File: config.mk
export PLATFORM = sky130hd
export DESIGN_NAME = pwr_state_arbiter
export DESIGN_NICKNAME = d
export VERILOG_FILES = /design/src/rtl/pwr_arb_pkg.sv /design/src/rtl/pwr_arb_datapath.sv /design/src/rtl/pwr_arb_control.sv /design/src/rtl/pwr_state_arbiter.sv
export SDC_FILE = /design/constraint.sdc
export NUM_CORES = 1
export LEC_CHECK = 0
export ABC_AREA = 1
export CORE_AREA = 2 2 72 74
export DETAILED_ROUTE_END_ITERATION = 8
export DIE_AREA = 0 0 74 76
export DONT_BUFFER_PORTS = 1
export GPL_TIMING_DRIVEN = 0
export SYNTH_ARGS = -nofsm -noshare
export SYNTH_HDL_FRONTEND = slang
export SYNTH_SLANG_ARGS = --single-unit
File: constraint.sdc
create_clock -name clk -period 3.88 [get_ports clk]
set_input_delay 0.776 -clock clk [delete_from_list [all_inputs] [get_ports clk]]
set_output_delay 0.776 -clock clk [all_outputs]
set_load 0.02 [all_outputs]
File: src/rtl/pwr_arb_pkg.sv
package pwr_arb_pkg;

  localparam int NUM_TRIG   = 22;
  localparam int TRIG_W     = $clog2(NUM_TRIG);
  localparam int SEQ_W      = 4;
  localparam int NUM_STATES = 5;
  localparam int NUM_PINS   = 4;
  localparam int SW_W       = 4;

  typedef enum logic [2:0] {
    PS_STANDBY = 3'd0,
    PS_ACTIVE  = 3'd1,
    PS_MCU     = 3'd2,
    PS_SUSPEND = 3'd3,
    PS_SAFE    = 3'd4
  } pwrState_e;

  // sequence codes
  localparam logic [SEQ_W-1:0] SQ_NONE      = 4'd0;
  localparam logic [SEQ_W-1:0] SQ_SAFE_HARD = 4'd1;
  localparam logic [SEQ_W-1:0] SQ_SAFE_NORM = 4'd2;
  localparam logic [SEQ_W-1:0] SQ_SAFE_SOFT = 4'd3;
  localparam logic [SEQ_W-1:0] SQ_STANDBY   = 4'd4;
  localparam logic [SEQ_W-1:0] SQ_ACT_WARM  = 4'd5;
  localparam logic [SEQ_W-1:0] SQ_SOC_FAULT = 4'd6;
  localparam logic [SEQ_W-1:0] SQ_MCU_WARM  = 4'd7;
  localparam logic [SEQ_W-1:0] SQ_SOC_DROP  = 4'd8;
  localparam logic [SEQ_W-1:0] SQ_SELFTEST  = 4'd9;
  localparam logic [SEQ_W-1:0] SQ_CRC_ON    = 4'd10;
  localparam logic [SEQ_W-1:0] SQ_ACTIVE    = 4'd11;
  localparam logic [SEQ_W-1:0] SQ_MCU       = 4'd12;
  localparam logic [SEQ_W-1:0] SQ_SUSPEND   = 4'd13;
  localparam logic [SEQ_W-1:0] SQ_UPD_PREP  = 4'd14;

  // source-state masks, bit index = state code
  localparam logic [NUM_STATES-1:0] SM_OPS  = 5'b01111;
  localparam logic [NUM_STATES-1:0] SM_ACT  = 5'b00010;
  localparam logic [NUM_STATES-1:0] SM_MCU  = 5'b00100;
  localparam logic [NUM_STATES-1:0] SM_RUN  = 5'b00110;
  localparam logic [NUM_STATES-1:0] SM_RUNS = 5'b01110;
  localparam logic [NUM_STATES-1:0] SM_RUNB = 5'b00111;

  // trigger slots that come from edges and are remembered
  localparam logic [NUM_TRIG-1:0] EVENT_MASK =
    (NUM_TRIG'(1) << 13) | (NUM_TRIG'(1) << 16) | (NUM_TRIG'(1) << 17) |
    (NUM_TRIG'(1) << 18) | (NUM_TRIG'(1) << 19) | (NUM_TRIG'(1) << 20) |
    (NUM_TRIG'(1) << 21);

  typedef struct packed {
    logic [NUM_STATES-1:0] srcMask;
    logic                  keep;
    pwrState_e             dst;
    logic                  reent;
    logic                  imm;
    logic [SEQ_W-1:0]      seq;
  } trigRule_t;

  typedef struct packed {
    logic immShutdown;
    logic mcuPwrErr;
    logic orderlyShutdown;
    logic offReq;
    logic wdogErr;
    logic mcuMonErr;
    logic socMonErr;
    logic socPwrErr;
    logic onReq;
    logic mcuOnReq;
  } trigLvl_t;

  typedef struct packed {
    logic evalNow;
    logic takeWin;
  } ctrlStrobe_t;

  function automatic trigRule_t mkRule(logic [NUM_STATES-1:0] src, pwrState_e dst,
                                       logic [SEQ_W-1:0] seq, logic imm,
                                       logic reent, logic keep);
    trigRule_t r;
    r.srcMask = src;
    r.dst     = dst;
    r.seq     = seq;
    r.imm     = imm;
    r.reent   = reent;
    r.keep    = keep;
    return r;
  endfunction

  // slot index = priority (0 highest)
  function automatic trigRule_t ruleOf(int k);
    case (k)
      0:  return mkRule(SM_OPS,  PS_SAFE,    SQ_SAFE_HARD, 1'b1, 1'b0, 1'b0);
      1:  return mkRule(SM_OPS,  PS_SAFE,    SQ_SAFE_NORM, 1'b1, 1'b0, 1'b0);
      2:  return mkRule(SM_OPS,  PS_SAFE,    SQ_SAFE_SOFT, 1'b1, 1'b0, 1'b0);
      3:  return mkRule(SM_OPS,  PS_STANDBY, SQ_STANDBY,   1'b0, 1'b0, 1'b0);
      4:  return mkRule(SM_ACT,  PS_ACTIVE,  SQ_ACT_WARM,  1'b0, 1'b1, 1'b0);
      5:  return mkRule(SM_ACT,  PS_ACTIVE,  SQ_ACT_WARM,  1'b0, 1'b1, 1'b0);
      6:  return mkRule(SM_ACT,  PS_ACTIVE,  SQ_SOC_FAULT, 1'b0, 1'b1, 1'b0);
      7:  return mkRule(SM_MCU,  PS_MCU,     SQ_MCU_WARM,  1'b0, 1'b1, 1'b0);
      8:  return mkRule(SM_MCU,  PS_MCU,     SQ_MCU_WARM,  1'b0, 1'b1, 1'b0);
      9:  return mkRule(SM_ACT,  PS_MCU,     SQ_SOC_DROP,  1'b0, 1'b0, 1'b0);
      10: return mkRule(SM_RUN,  PS_STANDBY, SQ_SELFTEST,  1'b0, 1'b1, 1'b1);
      11: return mkRule(SM_RUN,  PS_STANDBY, SQ_CRC_ON,    1'b0, 1'b1, 1'b1);
      12: return mkRule(SM_OPS,  PS_ACTIVE,  SQ_ACTIVE,    1'b0, 1'b0, 1'b0);
      13: return mkRule(SM_OPS,  PS_ACTIVE,  SQ_ACTIVE,    1'b0, 1'b0, 1'b0);
      14: return mkRule(SM_OPS,  PS_ACTIVE,  SQ_ACTIVE,    1'b0, 1'b0, 1'b0);
      15: return mkRule(SM_OPS,  PS_MCU,     SQ_MCU,       1'b0, 1'b0, 1'b0);
      16: return mkRule(SM_OPS,  PS_MCU,     SQ_MCU,       1'b0, 1'b0, 1'b0);
      17: return mkRule(SM_RUNS, PS_MCU,     SQ_MCU,       1'b0, 1'b0, 1'b0);
      18: return mkRule(SM_RUN,  PS_SUSPEND, SQ_SUSPEND,   1'b0, 1'b0, 1'b0);
      19: return mkRule(SM_RUN,  PS_SUSPEND, SQ_SUSPEND,   1'b0, 1'b0, 1'b0);
      20: return mkRule(SM_RUNB, PS_STANDBY, SQ_STANDBY,   1'b0, 1'b0, 1'b0);
      21: return mkRule(SM_RUN,  PS_STANDBY, SQ_UPD_PREP,  1'b0, 1'b0, 1'b1);
      default: return mkRule('0, PS_STANDBY, SQ_NONE, 1'b0, 1'b0, 1'b0);
    endcase
  endfunction

endpackage

File: src/rtl/pwr_arb_datapath.sv
module pwr_arb_datapath
  import pwr_arb_pkg::*;
#(
  parameter int SYNC_STAGES = 2
) (
  input  logic                 clk,
  input  logic                 rstN,
  input  trigLvl_t             lvlIn,
  input  logic [NUM_PINS-1:0]  pinsIn,   // {sleep2, sleep1, wake2, wake1}
  input  logic [SW_W-1:0]      swCmd,
  input  pwrState_e            curState,
  input  ctrlStrobe_t          strobe,
  output logic                 winValid,
  output logic [TRIG_W-1:0]    winIdx,
  output logic                 immValid,
  output logic [TRIG_W-1:0]    immIdx
);

  logic [SYNC_STAGES-1:0][NUM_PINS-1:0] syncQ;
  logic [NUM_PINS-1:0] pinSync, pinPrev;
  logic [SW_W-1:0]     swPrev;
  logic [NUM_TRIG-1:0] lvlVec, evtVec, pend, live, elig, clrMask, winOneHot;

  always_ff @(posedge clk) begin
    if (!rstN) begin
      syncQ   <= '0;
      pinPrev <= '0;
      swPrev  <= '0;
    end else begin
      syncQ[0] <= pinsIn;
      for (int s = 1; s < SYNC_STAGES; s++) syncQ[s] <= syncQ[s-1];
      pinPrev <= pinSync;
      swPrev  <= swCmd;
    end
  end

  assign pinSync = syncQ[SYNC_STAGES-1];

  logic [1:0] wakeRise;
  logic       sleepChg;
  logic [1:0] sw03Rise;
  assign wakeRise = pinSync[1:0] & ~pinPrev[1:0];
  assign sleepChg = (pinSync[3:2] != pinPrev[3:2]);
  assign sw03Rise = {swCmd[3] & ~swPrev[3], swCmd[0] & ~swPrev[0]};

  always_comb begin
    lvlVec     = '0;
    lvlVec[0]  = lvlIn.immShutdown;
    lvlVec[1]  = lvlIn.mcuPwrErr;
    lvlVec[2]  = lvlIn.orderlyShutdown;
    lvlVec[3]  = lvlIn.offReq;
    lvlVec[4]  = lvlIn.wdogErr;
    lvlVec[5]  = lvlIn.mcuMonErr;
    lvlVec[6]  = lvlIn.socMonErr;
    lvlVec[7]  = lvlIn.wdogErr;
    lvlVec[8]  = lvlIn.mcuMonErr;
    lvlVec[9]  = lvlIn.socPwrErr;
    lvlVec[10] = swCmd[1];
    lvlVec[11] = swCmd[2];
    lvlVec[12] = lvlIn.onReq;
    lvlVec[14] = pinSync[2] & pinSync[3];
    lvlVec[15] = lvlIn.mcuOnReq;
  end

  always_comb begin
    evtVec     = '0;
    evtVec[13] = wakeRise[0];
    evtVec[16] = wakeRise[1];
    evtVec[17] = sleepChg & ~pinSync[2] &  pinSync[3];
    evtVec[18] = sleepChg & ~pinSync[2] & ~pinSync[3];
    evtVec[19] = sleepChg &  pinSync[2] & ~pinSync[3];
    evtVec[20] = sw03Rise[0];
    evtVec[21] = sw03Rise[1];
  end

  assign live = lvlVec | evtVec | pend;

  // per-slot eligibility: allowed source state and a real change
  for (genvar k = 0; k < NUM_TRIG; k++) begin : g_elig
    localparam trigRule_t RULE = ruleOf(k);
    assign elig[k] = live[k] && RULE.srcMask[curState] &&
                     (RULE.reent || RULE.keep || (RULE.dst != curState));
  end

  always_comb begin
    winValid = 1'b0;
    winIdx   = '0;
    immValid = 1'b0;
    immIdx   = '0;
    for (int k = NUM_TRIG - 1; k >= 0; k--) begin
      if (elig[k]) begin
        winValid = 1'b1;
        winIdx   = TRIG_W'(k);
      end
      if (elig[k] && ruleOf(k).imm) begin
        immValid = 1'b1;
        immIdx   = TRIG_W'(k);
      end
    end
  end

  assign winOneHot = NUM_TRIG'(1) << winIdx;
  assign clrMask   = strobe.evalNow ?
                     (~elig | (strobe.takeWin ? winOneHot : '0)) : '0;

  always_ff @(posedge clk) begin
    if (!rstN) pend <= '0;
    else       pend <= (pend | evtVec) & ~clrMask & EVENT_MASK;
  end

  // the low/high sleep combination never wins in STANDBY
  a_r8_no_sleep_mcu_from_standby: assert property (@(posedge clk) disable iff (!rstN)
    (winValid && curState == PS_STANDBY) |-> (winIdx != TRIG_W'(17)));

  // software no-change requests only win in ACTIVE or MCU_ONLY
  a_r10_sw_src: assert property (@(posedge clk) disable iff (!rstN)
    (winValid && (winIdx == TRIG_W'(10) || winIdx == TRIG_W'(11) || winIdx == TRIG_W'(21)))
      |-> (curState == PS_ACTIVE || curState == PS_MCU));

endmodule

File: src/rtl/pwr_arb_control.sv
module pwr_arb_control
  import pwr_arb_pkg::*;
(
  input  logic              clk,
  input  logic              rstN,
  input  logic              winValid,
  input  logic [TRIG_W-1:0] winIdx,
  input  logic              immValid,
  input  logic [TRIG_W-1:0] immIdx,
  input  logic              seqDone,
  output pwrState_e         curState,
  output logic [SEQ_W-1:0]  seqCode,
  output logic              seqStart,
  output ctrlStrobe_t       strobe
);

  logic              busy;
  logic              takeImm, go;
  logic [TRIG_W-1:0] pick;
  trigRule_t         rule;

  always_comb begin
    strobe.evalNow = !busy;
    strobe.takeWin = !busy && winValid;
    takeImm        = busy && immValid;
    go             = strobe.takeWin || takeImm;
    pick           = busy ? immIdx : winIdx;
    rule           = ruleOf(int'(pick));
  end

  always_ff @(posedge clk) begin
    if (!rstN) begin
      curState <= PS_STANDBY;
      seqCode  <= SQ_NONE;
      seqStart <= 1'b0;
      busy     <= 1'b0;
    end else begin
      seqStart <= go;
      if (go) begin
        if (!rule.keep) curState <= rule.dst;
        seqCode <= rule.seq;
        busy    <= 1'b1;
      end else if (seqDone) begin
        seqCode <= SQ_NONE;
        busy    <= 1'b0;
      end
    end
  end

  a_r3_safe_sticky: assert property (@(posedge clk) disable iff (!rstN)
    curState == PS_SAFE |=> curState == PS_SAFE);

  a_r3_safe_entry_code: assert property (@(posedge clk) disable iff (!rstN)
    curState != PS_SAFE |=> (curState != PS_SAFE ||
      seqCode == SQ_SAFE_HARD || seqCode == SQ_SAFE_NORM || seqCode == SQ_SAFE_SOFT));

  a_r4_wait_for_done: assert property (@(posedge clk) disable iff (!rstN)
    (busy && !seqDone && !immValid) |=> ($stable(curState) && $stable(seqCode) && !seqStart));

  a_r9_suspend_source: assert property (@(posedge clk) disable iff (!rstN)
    curState != PS_SUSPEND |=> (curState != PS_SUSPEND ||
      $past(curState) == PS_ACTIVE || $past(curState) == PS_MCU));

  a_r12_clear_on_done: assert property (@(posedge clk) disable iff (!rstN)
    (busy && seqDone && !immValid) |=> (seqCode == SQ_NONE && !seqStart));

endmodule

File: src/rtl/pwr_state_arbiter.sv
module pwr_state_arbiter
  import pwr_arb_pkg::*;
#(
  parameter int SYNC_STAGES = 2
) (
  input  logic        clk,
  input  logic        rstN,
  input  logic        immShutdown,
  input  logic        mcuPwrErr,
  input  logic        orderlyShutdown,
  input  logic        offReq,
  input  logic        wdogErr,
  input  logic        mcuMonErr,
  input  logic        socMonErr,
  input  logic        socPwrErr,
  input  logic        onReq,
  input  logic        mcuOnReq,
  input  logic        wake1,
  input  logic        wake2,
  input  logic        sleep1,
  input  logic        sleep2,
  input  logic [3:0]  swCmd,
  input  logic        seqDone,
  output logic [2:0]  state,
  output logic [3:0]  seqCode,
  output logic        seqStart
);

  trigLvl_t          lvl;
  ctrlStrobe_t       strobe;
  pwrState_e         curState;
  logic              winValid, immValid;
  logic [TRIG_W-1:0] winIdx, immIdx;

  assign lvl = '{immShutdown: immShutdown, mcuPwrErr: mcuPwrErr,
                 orderlyShutdown: orderlyShutdown, offReq: offReq,
                 wdogErr: wdogErr, mcuMonErr: mcuMonErr, socMonErr: socMonErr,
                 socPwrErr: socPwrErr, onReq: onReq, mcuOnReq: mcuOnReq};

  pwr_arb_datapath #(.SYNC_STAGES(SYNC_STAGES)) u_dp (
    .clk      (clk),
    .rstN     (rstN),
    .lvlIn    (lvl),
    .pinsIn   ({sleep2, sleep1, wake2, wake1}),
    .swCmd    (swCmd),
    .curState (curState),
    .strobe   (strobe),
    .winValid (winValid),
    .winIdx   (winIdx),
    .immValid (immValid),
    .immIdx   (immIdx)
  );

  pwr_arb_control u_ctrl (
    .clk      (clk),
    .rstN     (rstN),
    .winValid (winValid),
    .winIdx   (winIdx),
    .immValid (immValid),
    .immIdx   (immIdx),
    .seqDone  (seqDone),
    .curState (curState),
    .seqCode  (seqCode),
    .seqStart (seqStart),
    .strobe   (strobe)
  );

  assign state = curState;

endmodule

Yosys cells after proc, flatten, opt, wreduce, memory -nomap -nowiden
Memory sizes are Yosys's and may differ from the RTL's. A register that Yosys moved wholly into a read port is not among the register bits.
Index checks and enable logic that the tools add are counted.
{"block": "totals", "reg_bits": 47, "latch_bits": 0, "mem_bits_rw": 0, "romBits": 496, "in_bits": 21, "out_inout_bits": 8, "wordCells": 164, "memories": 7}
{"name": "(no name shown)", "depth": 32, "width": 14, "read_ports": 1, "rd_clocked_by_memory_dff": 0, "write_ports": 0, "line": "pwr_arb_pkg.sv:91", "source": "case (k)"}
{"name": "(no name shown)", "depth": 8, "width": 1, "read_ports": 1, "rd_clocked_by_memory_dff": 1, "write_ports": 0, "line": "pwr_arb_datapath.sv:81", "source": "assign elig[k] = live[k] && RULE.srcMask[curState] &&"}
{"name": "(no name shown)", "depth": 8, "width": 1, "read_ports": 1, "rd_clocked_by_memory_dff": 1, "write_ports": 0, "line": "pwr_arb_datapath.sv:81"}
{"name": "(no name shown)", "depth": 8, "width": 1, "read_ports": 1, "rd_clocked_by_memory_dff": 1, "write_ports": 0, "line": "pwr_arb_datapath.sv:81"}
{"name": "(no name shown)", "depth": 8, "width": 1, "read_ports": 1, "rd_clocked_by_memory_dff": 1, "write_ports": 0, "line": "pwr_arb_datapath.sv:81"}
{"name": "(no name shown)", "depth": 8, "width": 1, "read_ports": 1, "rd_clocked_by_memory_dff": 1, "write_ports": 0, "line": "pwr_arb_datapath.sv:81"}
{"name": "1 more memories"}
{"block": "classes", "add_sub_neg": 0, "mul": 0, "div": 0, "magnitude_cmp": 1, "n_eq_ne": 5, "shift": 1, "mux": 75, "bitwise": 22, "reduce_logical": 43}
{"op": "$mux W5", "count": 25}
{"op": "$or A22 B22 Y22", "count": 3}
{"op": "$mux W22", "count": 2}
{"op": "$not A22 Y22", "count": 2}
{"op": "$logic_and A1 B1 Y1", "count": 38}
{"op": "$mux W3", "count": 12}
{"op": "$mux W1", "count": 33}
{"op": "$and A22 B22 Y22", "count": 1}
{"op": "$or A16 B22 Y22", "count": 1}
{"op": "$shl A1 B5 Y22 const A", "count": 1}
{"op": "$and A1 B1 Y1", "count": 8}
{"op": "$mux W4", "count": 2}
{"op": "$ne A2 B3 Y1 const A", "count": 2}
{"op": "$not A1 Y1", "count": 5}
{"op": "$lt A3 B4 Y1 const B", "count": 1}
{"op": "$ne A1 B3 Y1 const A", "count": 1}
{"op": "$ne A3 B3 Y1 const A", "count": 1}
{"op": "$reduce_bool A3 Y1", "count": 1}
{"op": "$and A2 B2 Y2", "count": 1}
{"op": "$mux W2", "count": 1}
{"op": "$ne A2 B2 Y1", "count": 1}
{"op": "$not A2 Y2", "count": 1}
{"op": "$reduce_and A2 Y1", "count": 1}
{"op": "$reduce_bool A2 Y1", "count": 1}
{"op": "other kinds (2)", "count": 2}

Longest topological paths before layout
Gate-level depths: netlist of the first run.
{"block": "depth", "ltp_word": 34, "ltp_mapped": 38}

Hierarchy
Synthesis of the first run repeated with hierarchy kept, for this count alone.
{"block": "hier_totals", "hier_cells": 347, "area_unflattened_um2": 2089.5}
{"module": "pwr_arb_datapath", "instances": 1, "cells_each": 228, "area_each_um2": 1357.6, "seq_area_each_um2": 420.4}
{"module": "pwr_arb_control", "instances": 1, "cells_each": 119, "area_each_um2": 732.0, "seq_area_each_um2": 180.2}

Worst setup path after synthesis of the first run
OpenSTA, ideal clock, no wires.
{"block": "synth_path", "path_type": "input-to-reg", "from": "input swCmd[0]", "to": "register with a tool-made name", "arrival_ps": 3464, "path_slack_ps": 300, "cell_stages": 38, "path_buffers": 0, "path_cell_list": "inv_1 -> o21bai_1 -> nand3_1 -> nand2_1 -> nand2_1 -> nand2_1 -> nand2_1 -> nand2_1 -> nand2_1 -> nand2_1 -> nand2_1 -> nand2_1 -> nand2_1 -> nand2_1 -> nand2_1 -> nand2_1 -> nand2_1 -> nand2_1 -> (+2 left out) -> nand2_1 -> nand2_1 -> nand2_1 -> nand3_1 -> inv_1 -> ha_1 -> inv_1 -> nor3_4 -> nand2_2 -> o211ai_4 -> nand2_1 -> nand2_1 -> inv_1 -> nor2_1 -> inv_1 -> ha_1 -> inv_1 -> nor2_2"}
{"element": "start: declaration", "line": "pwr_state_arbiter.sv:22", "source": "input logic [3:0] swCmd,"}

==> results of run 1 <==
-- stage by stage --
stage,area (um2),setup TNS [ps],utilization [%]
2_1_floorplan,2140,0,-
3_3_place_gp,2230,-139,45.4
3_5_place_dp,2230,-213,45.4
4_1_cts,2340,0,47.6
5_1_grt,2400,0,48.9
6_report,2400,0,48.9
-- layer usage --
metal | vias up | part of all wire (%) | GRT usage, %
met5 | - | 0 | 0
met1 | 861 | 48 | 25.1
li1 | 1013 | - | -
met2 | 30 | 45 | 27.7
met3 | 5 | 5.2 | 4.89
met4 | 0 | 1.1 | 5.09
-- cells in the final DEF, fill, tap and decap left out, types with 5 or more instances in the layout --
| cell | synthesis | final |
|---|---|---|
| a21oi_1 | 17 | 17 |
| clkbuf_8 | 0 | 6 |
| dfxtp_1 | 36 | 32 |
| ha_1 | 8 | 8 |
| inv_1 | 53 | 51 |
| inv_2 | 13 | 15 |
| nand2_1 | 100 | 98 |
| nand2_2 | 5 | 7 |
| nand3_1 | 18 | 15 |
| nand3_2 | 2 | 5 |
| nor2_1 | 17 | 16 |
| nor2_2 | 6 | 7 |
| o211ai_1 | 5 | 5 |
| o21ai_0 | 7 | 7 |
-- cell type report --
cell class	count	area, um2
buffer	4	22.5
clock buffer	6	82.6
clock inverter	2	13.8
fill	495	2510
inverter	68	258
multi-input combinational	213	1180
sequential	36	731
tap	70	87.6
timing repair buffer	4	30.0
-- power by group through the flow --
stage / logic [uW] / registers, uW / clock network, uW
after floorplan: 856 / 535 / 0
after global routing: 1280 / 575 / 309
after detailed placement: 1030 / 559 / 0
after global placement: 1030 / 558 / 0
final: 1110 / 565 / 281
after CTS: 1040 / 557 / 291
-- logic make-up after synthesis --
kind of cell | count (synthesis) | synth area share [%]
AO/OA/AOI/OAI | 44 | 13.1
adder cells (fa/ha/maj) | 8 | 4.67
buffers and inverters | 72 | 13.1
flip-flops | 36 | 33.6
AND/OR/NAND/NOR | 161 | 35.5
-- worst register-to-register path, delay by kind of cell (launching register included) --
family                   cells  cell delay (ps)
AO/OA/AOI/OAI                1              110
adder cells (fa/ha/maj)      2              400
buffers and inverters        6              460
flip-flops                   1              390
AND/OR/NAND/NOR             29             2040
-- final timing paths --
check,end,cells past startpoint
setup / recovery,flip-flop,38
setup reg to reg,flip-flop,38
hold reg to reg,u_dp.pinSync[0],2
hold / removal,u_dp.pinSync[0],2
-- what timing repair did --
item | 4_1_cts | 5_1_grt
setup buffers | 0 | 4
setup endpoints to repair | 3 | 6
resized for setup | 4 | 12
pin swaps | 0 | 1
==> results.json, run 1 <==
{
  "htree_levels": 2,
  "status": "finished, final reports clean",
  "start_kind": "flip-flop",
  "p_comb_share_pct": 56.7,
  "setup_viol": 0,
  "die_area_um2": 5620,
  "wl_per_cell_um": 11.3,
  "grt_max_degree": 13,
  "cts.sinks": 36,
  "power-per-cell-area_nw_per_um2": 812,
  "startpoint": "u_ctrl.curState[2]",
  "dpl.cell_count": 391,
  "path_clk_slew_ps": 70,
  "cts_root_buf": "clkbuf_8",
  "drive_gt1_share_pct": 20.4,
  "cpPeakStageDelay_ps": 390,
  "core_area_um2": 4910,
  "switchingPower_uw": 965,
  "hold_viol_final": 0,
  "via_per_inst": 4.74,
  "worst_pin_slew_ps": 468,
  "synthDistinctLibCells": 34,
  "ctsHoldBuffers": 0,
  "vias": 1909,
  "clock_latency_ps": 290,
  "fmax_mhz": 288,
  "grt_pass1_wl_um": 8030,
  "drc_errors": 0,
  "slew_viol_final": 0,
  "max_cap_violations": 0,
  "crit_arrival_ps": 3650,
  "finClkSkew_ps": 3.91,
  "period_needed_ps": 3470,
  "timing.hold.ws_ps": 413,
  "dp_slack_ps": -157,
  "cp_max_fo": 5,
  "avgSynthCellArea_um2": 6.67,
  "routed_wirelength_um": 4570,
  "ant_nets": 0,
  "dpl.hpwl_um": 3650,
  "numCtsBuffers": 5,
  "rrSetupSlack_ps": 410,
  "r2r_start": "u_ctrl.curState[2]",
  "yosysMostFrequentCell": "nand2_1",
  "yosysTopAreaCell": "dfxtp_1",
  "grt_pass1_vias": 1827,
  "worstSetupEndpointType": "flip-flop",
  "synth_edf_count": 0,
  "core.rowCount": 26,
  "die_y_um": 76,
  "rsz0062_at_grt": "no",
  "ios": 29,
  "portBuffers": 0,
  "routabilityCongestion": 0.922,
  "slowest_stage": "dfxtp_4",
  "ys_ff_latch": 36,
  "critPathKind": "reg -> reg",
  "netSwitchingFraction_pct": 49.4,
  "start_util_pct": 43.6,
  "min-delay-start": "u_dp.syncQ[0]",
  "synthesis.area_um2": 2140,
  "cts_tree": "yes",
  "worst_path_most_repeated_cell": "nand2_1",
  "final_nets": 361,
  "yosysTopAreaCellShare_pct": 33.6,
  "critPathRequiredTime_ps": 4060,
  "sequentialPowerShare_pct": 28.9,
  "synth-seq-area-share_pct": 33.6,
  "ys_top_cells_by_count": "nand2_1, inv_1, dfxtp_1",
  "p_clk_share_pct": 14.4,
  "ys_top_cells_by_area": "dfxtp_1, nand2_1, inv_1",
  "slew_headroom_pct": 68.8,
  "instances_no_fill": 403,
  "cts_max_path_buffers": 2,
  "synth_cells": 321,
  "min_path_type": "reg -> reg",
  "cp_num_buf_inv": 6,
  "dieWidth_um": 74,
  "dr.first_iter.drc_count": 81,
  "ys_warn_count": 0,
  "synthToLayoutAreaGrowth_pct": 12.2,
  "grt-ovfl-total": 0,
  "antenna_found_initial": 0,
  "grt_usage_pct": 18.2,
  "critPathTopFamily": "simple AND/OR/NAND/NOR gates",
  "async_reset_ff_share_pct": 0,
  "synth-main-ff-cell": "dfxtp_1",
  "antenna_cells": 0,
  "power.total_uw": 1950,
  "fin_ws_ps": 414,
  "post-route-period-util_pct": 89.3,
  "p_leak_uw": 0.00126,
  "ir_drop_mv": 0.499,
  "intPower_uw": 987,
  "syn_nets": 350,
  "dr.pass1.iters": 4
}
Power figures use the tool's default switching activity.
==> inputs of run 2 (changes only) <==
--- a/config.mk
+++ b/config.mk
@@ -11,6 +11,7 @@
 export DIE_AREA = 0 0 74 76
 export DONT_BUFFER_PORTS = 1
 export GPL_TIMING_DRIVEN = 0
+export REMOVE_ABC_BUFFERS = 1
 export SYNTH_ARGS = -nofsm -noshare
 export SYNTH_HDL_FRONTEND = slang
 export SYNTH_SLANG_ARGS = --single-unit
==> constraint.sdc (replaced) <==
create_clock -name clk -period 3.88 [get_ports clk]
set_input_delay 0.776 -clock clk [delete_from_list [all_inputs] [get_ports clk]]
set_output_delay 0.776 -clock clk [all_outputs]
set_load 0.01 [all_outputs]
==> results.json, run 2 (synthesis gave the netlist of run 1 again) <==
{
  "status": "finished, final reports clean",
  "via_per_inst": 4.65,
  "power.total_uw": 1940,
  "die_area_um2": 5620,
  "start_util_pct": 43.6,
  "critPathKind": "in -> reg",
  "portBuffers": 0,
  "dr.pass1.iters": 4,
  "routed_wirelength_um": 4620,
  "path_clk_slew_ps": 70,
  "p_clk_share_pct": 14.2,
  "design_area_um2": 2390,
  "drc_errors": 0,
  "grt_usage_pct": 18.2,
  "final_cell_mix": "nand2_1, inv_1, dfxtp_1",
  "grt_pass1_vias": 1877,
  "cp_num_buf_inv": 5,
  "power-per-cell-area_nw_per_um2": 812,
  "worstSetupEndpointType": "flip-flop",
  "clock_latency_ps": 280,
  "intPower_uw": 991,
  "netSwitchingFraction_pct": 49.0,
  "worst_pin_slew_ps": 439,
  "period_needed_ps": 3480,
  "vias": 1858,
  "cpPeakStageDelay_ps": 290,
  "fin_ws_ps": 398,
  "p_comb_share_pct": 57.8,
  "switchingPower_uw": 952,
  "fin_util_pct": 48.7,
  "core.rowCount": 26,
  "slew_viol_final": 0,
  "crit_arrival_ps": 3650,
  "sequentialPowerShare_pct": 27.9,
  "cp_max_fo": 4,
  "ios": 29,
  "hold_viol_final": 0,
  "final_common_cell": "nand2_1",
  "rsz0062_at_grt": "no",
  "nFillCells": 498,
  "die_y_um": 76,
  "ant_nets": 0,
  "dr.first_iter.drc_count": 93,
  "htree_levels": 2,
  "cts_root_buf": "clkbuf_8",
  "grt-ovfl-total": 0,
  "timing.hold.ws_ps": 409,
  "numCtsBuffers": 5,
  "ctsHoldBuffers": 0,
  "grt_pass1_wl_um": 8120,
  "worst_path_most_repeated_cell": "nand2_1",
  "antenna_cells": 0,
  "critPathTopFamily": "simple AND/OR/NAND/NOR gates",
  "core_area_um2": 4910,
  "routabilityCongestion": 0.868,
  "start_kind": "primary input",
  "drive_gt1_share_pct": 21.5,
  "final_nets": 358,
  "antenna_found_initial": 0,
  "dp_slack_ps": -117,
  "max_cap_violations": 0,
  "critPathRequiredTime_ps": 4050,
  "synthToLayoutAreaGrowth_pct": 11.7,
  "dpl.hpwl_um": 3590,
  "post-route-period-util_pct": 89.7,
  "cts_tree": "yes",
  "finClkSkew_ps": 7.94,
  "slew_headroom_pct": 70.6,
  "slowest_stage": "a21oi_1",
  "wl_per_cell_um": 11.5,
  "ir_drop_mv": 0.494,
  "fmax_mhz": 287,
  "cts.sinks": 36,
  "min_path_type": "reg -> reg",
  "place_area_um2": 2210,
  "grt_max_degree": 22,
  "dieWidth_um": 74,
  "cts_max_path_buffers": 2,
  "p_leak_uw": 0.00126,
  "setup_viol": 0
}
[run 2: final cells by class]
class                           count  area, um2  area share [%]
Multi-Input combinational cell    213       1180            49.4
Sequential cell                    36        731            30.5
Inverter                           68        260            10.9
Tap cell                           70       87.6            3.66
Clock buffer                        7       86.3            3.61
Timing Repair Buffer                5       37.5            1.57
Clock inverter                      1       7.51           0.314
[run 2: per-layer routing]
metal,vias to the layer above,global-route usage (%),wire length [um]
met5,-,0,0
met4,0,3.82,29
met3,4,4.76,260
met2,41,27.9,2080
met1,808,25.6,2250
li1,1005,-,-
[run 2: power by group through the flow]
stage / registers, uW / clock network, uW / logic, uW
floorplan: 513 / 0 / 850
global placement: 536 / 0 / 1020
detailed placement: 536 / 0 / 1030
CTS: 529 / 285 / 1040
global route: 553 / 302 / 1300
finish: 542 / 277 / 1120
[run 2: final timing paths]
path / endpoint / depth (start not counted) / start / slack, ps
worst min-delay path: u_dp.pinSync[3] / 2 / u_dp.syncQ[3] / 410
worst max register to register: flip-flop / 38 / u_ctrl.curState[2] / 460
worst min register to register: u_dp.pinSync[3] / 2 / u_dp.syncQ[3] / 410
worst max-delay path: flip-flop / 36 / swCmd[3] / 400
[run 2: worst register-to-register path: cells and delay by family (launching register included)]
| family | cells | cell delay (ps) |
|---|---|---|
| AO/OA/AOI/OAI | 1 | 100 |
| buffers and inverters | 6 | 460 |
| AND/OR/NAND/NOR | 29 | 1980 |
| flip-flops | 1 | 380 |
| adder cells (fa/ha/maj) | 2 | 400 |
[run 2: timing repair]
item / in CTS / in global routing
endpoints found under the setup margin: 1 / 7
pin swaps: 0 / 3
gates resized for setup: 1 / 19
endpoints found under the hold margin: 0 / 0
cloned: 0 / 0
buffers inserted: 0 / 5
[run 2: through the flow]
| stage | instances | TNS [ps] |
|---|---|---|
| 6_report | 400 | 0 |
| 5_1_grt | 400 | 0 |
| 4_1_cts | 395 | 0 |
| 3_5_place_dp | 387 | -117 |
| 3_3_place_gp | 387 | -107 |
| 2_1_floorplan | 317 | 0 |
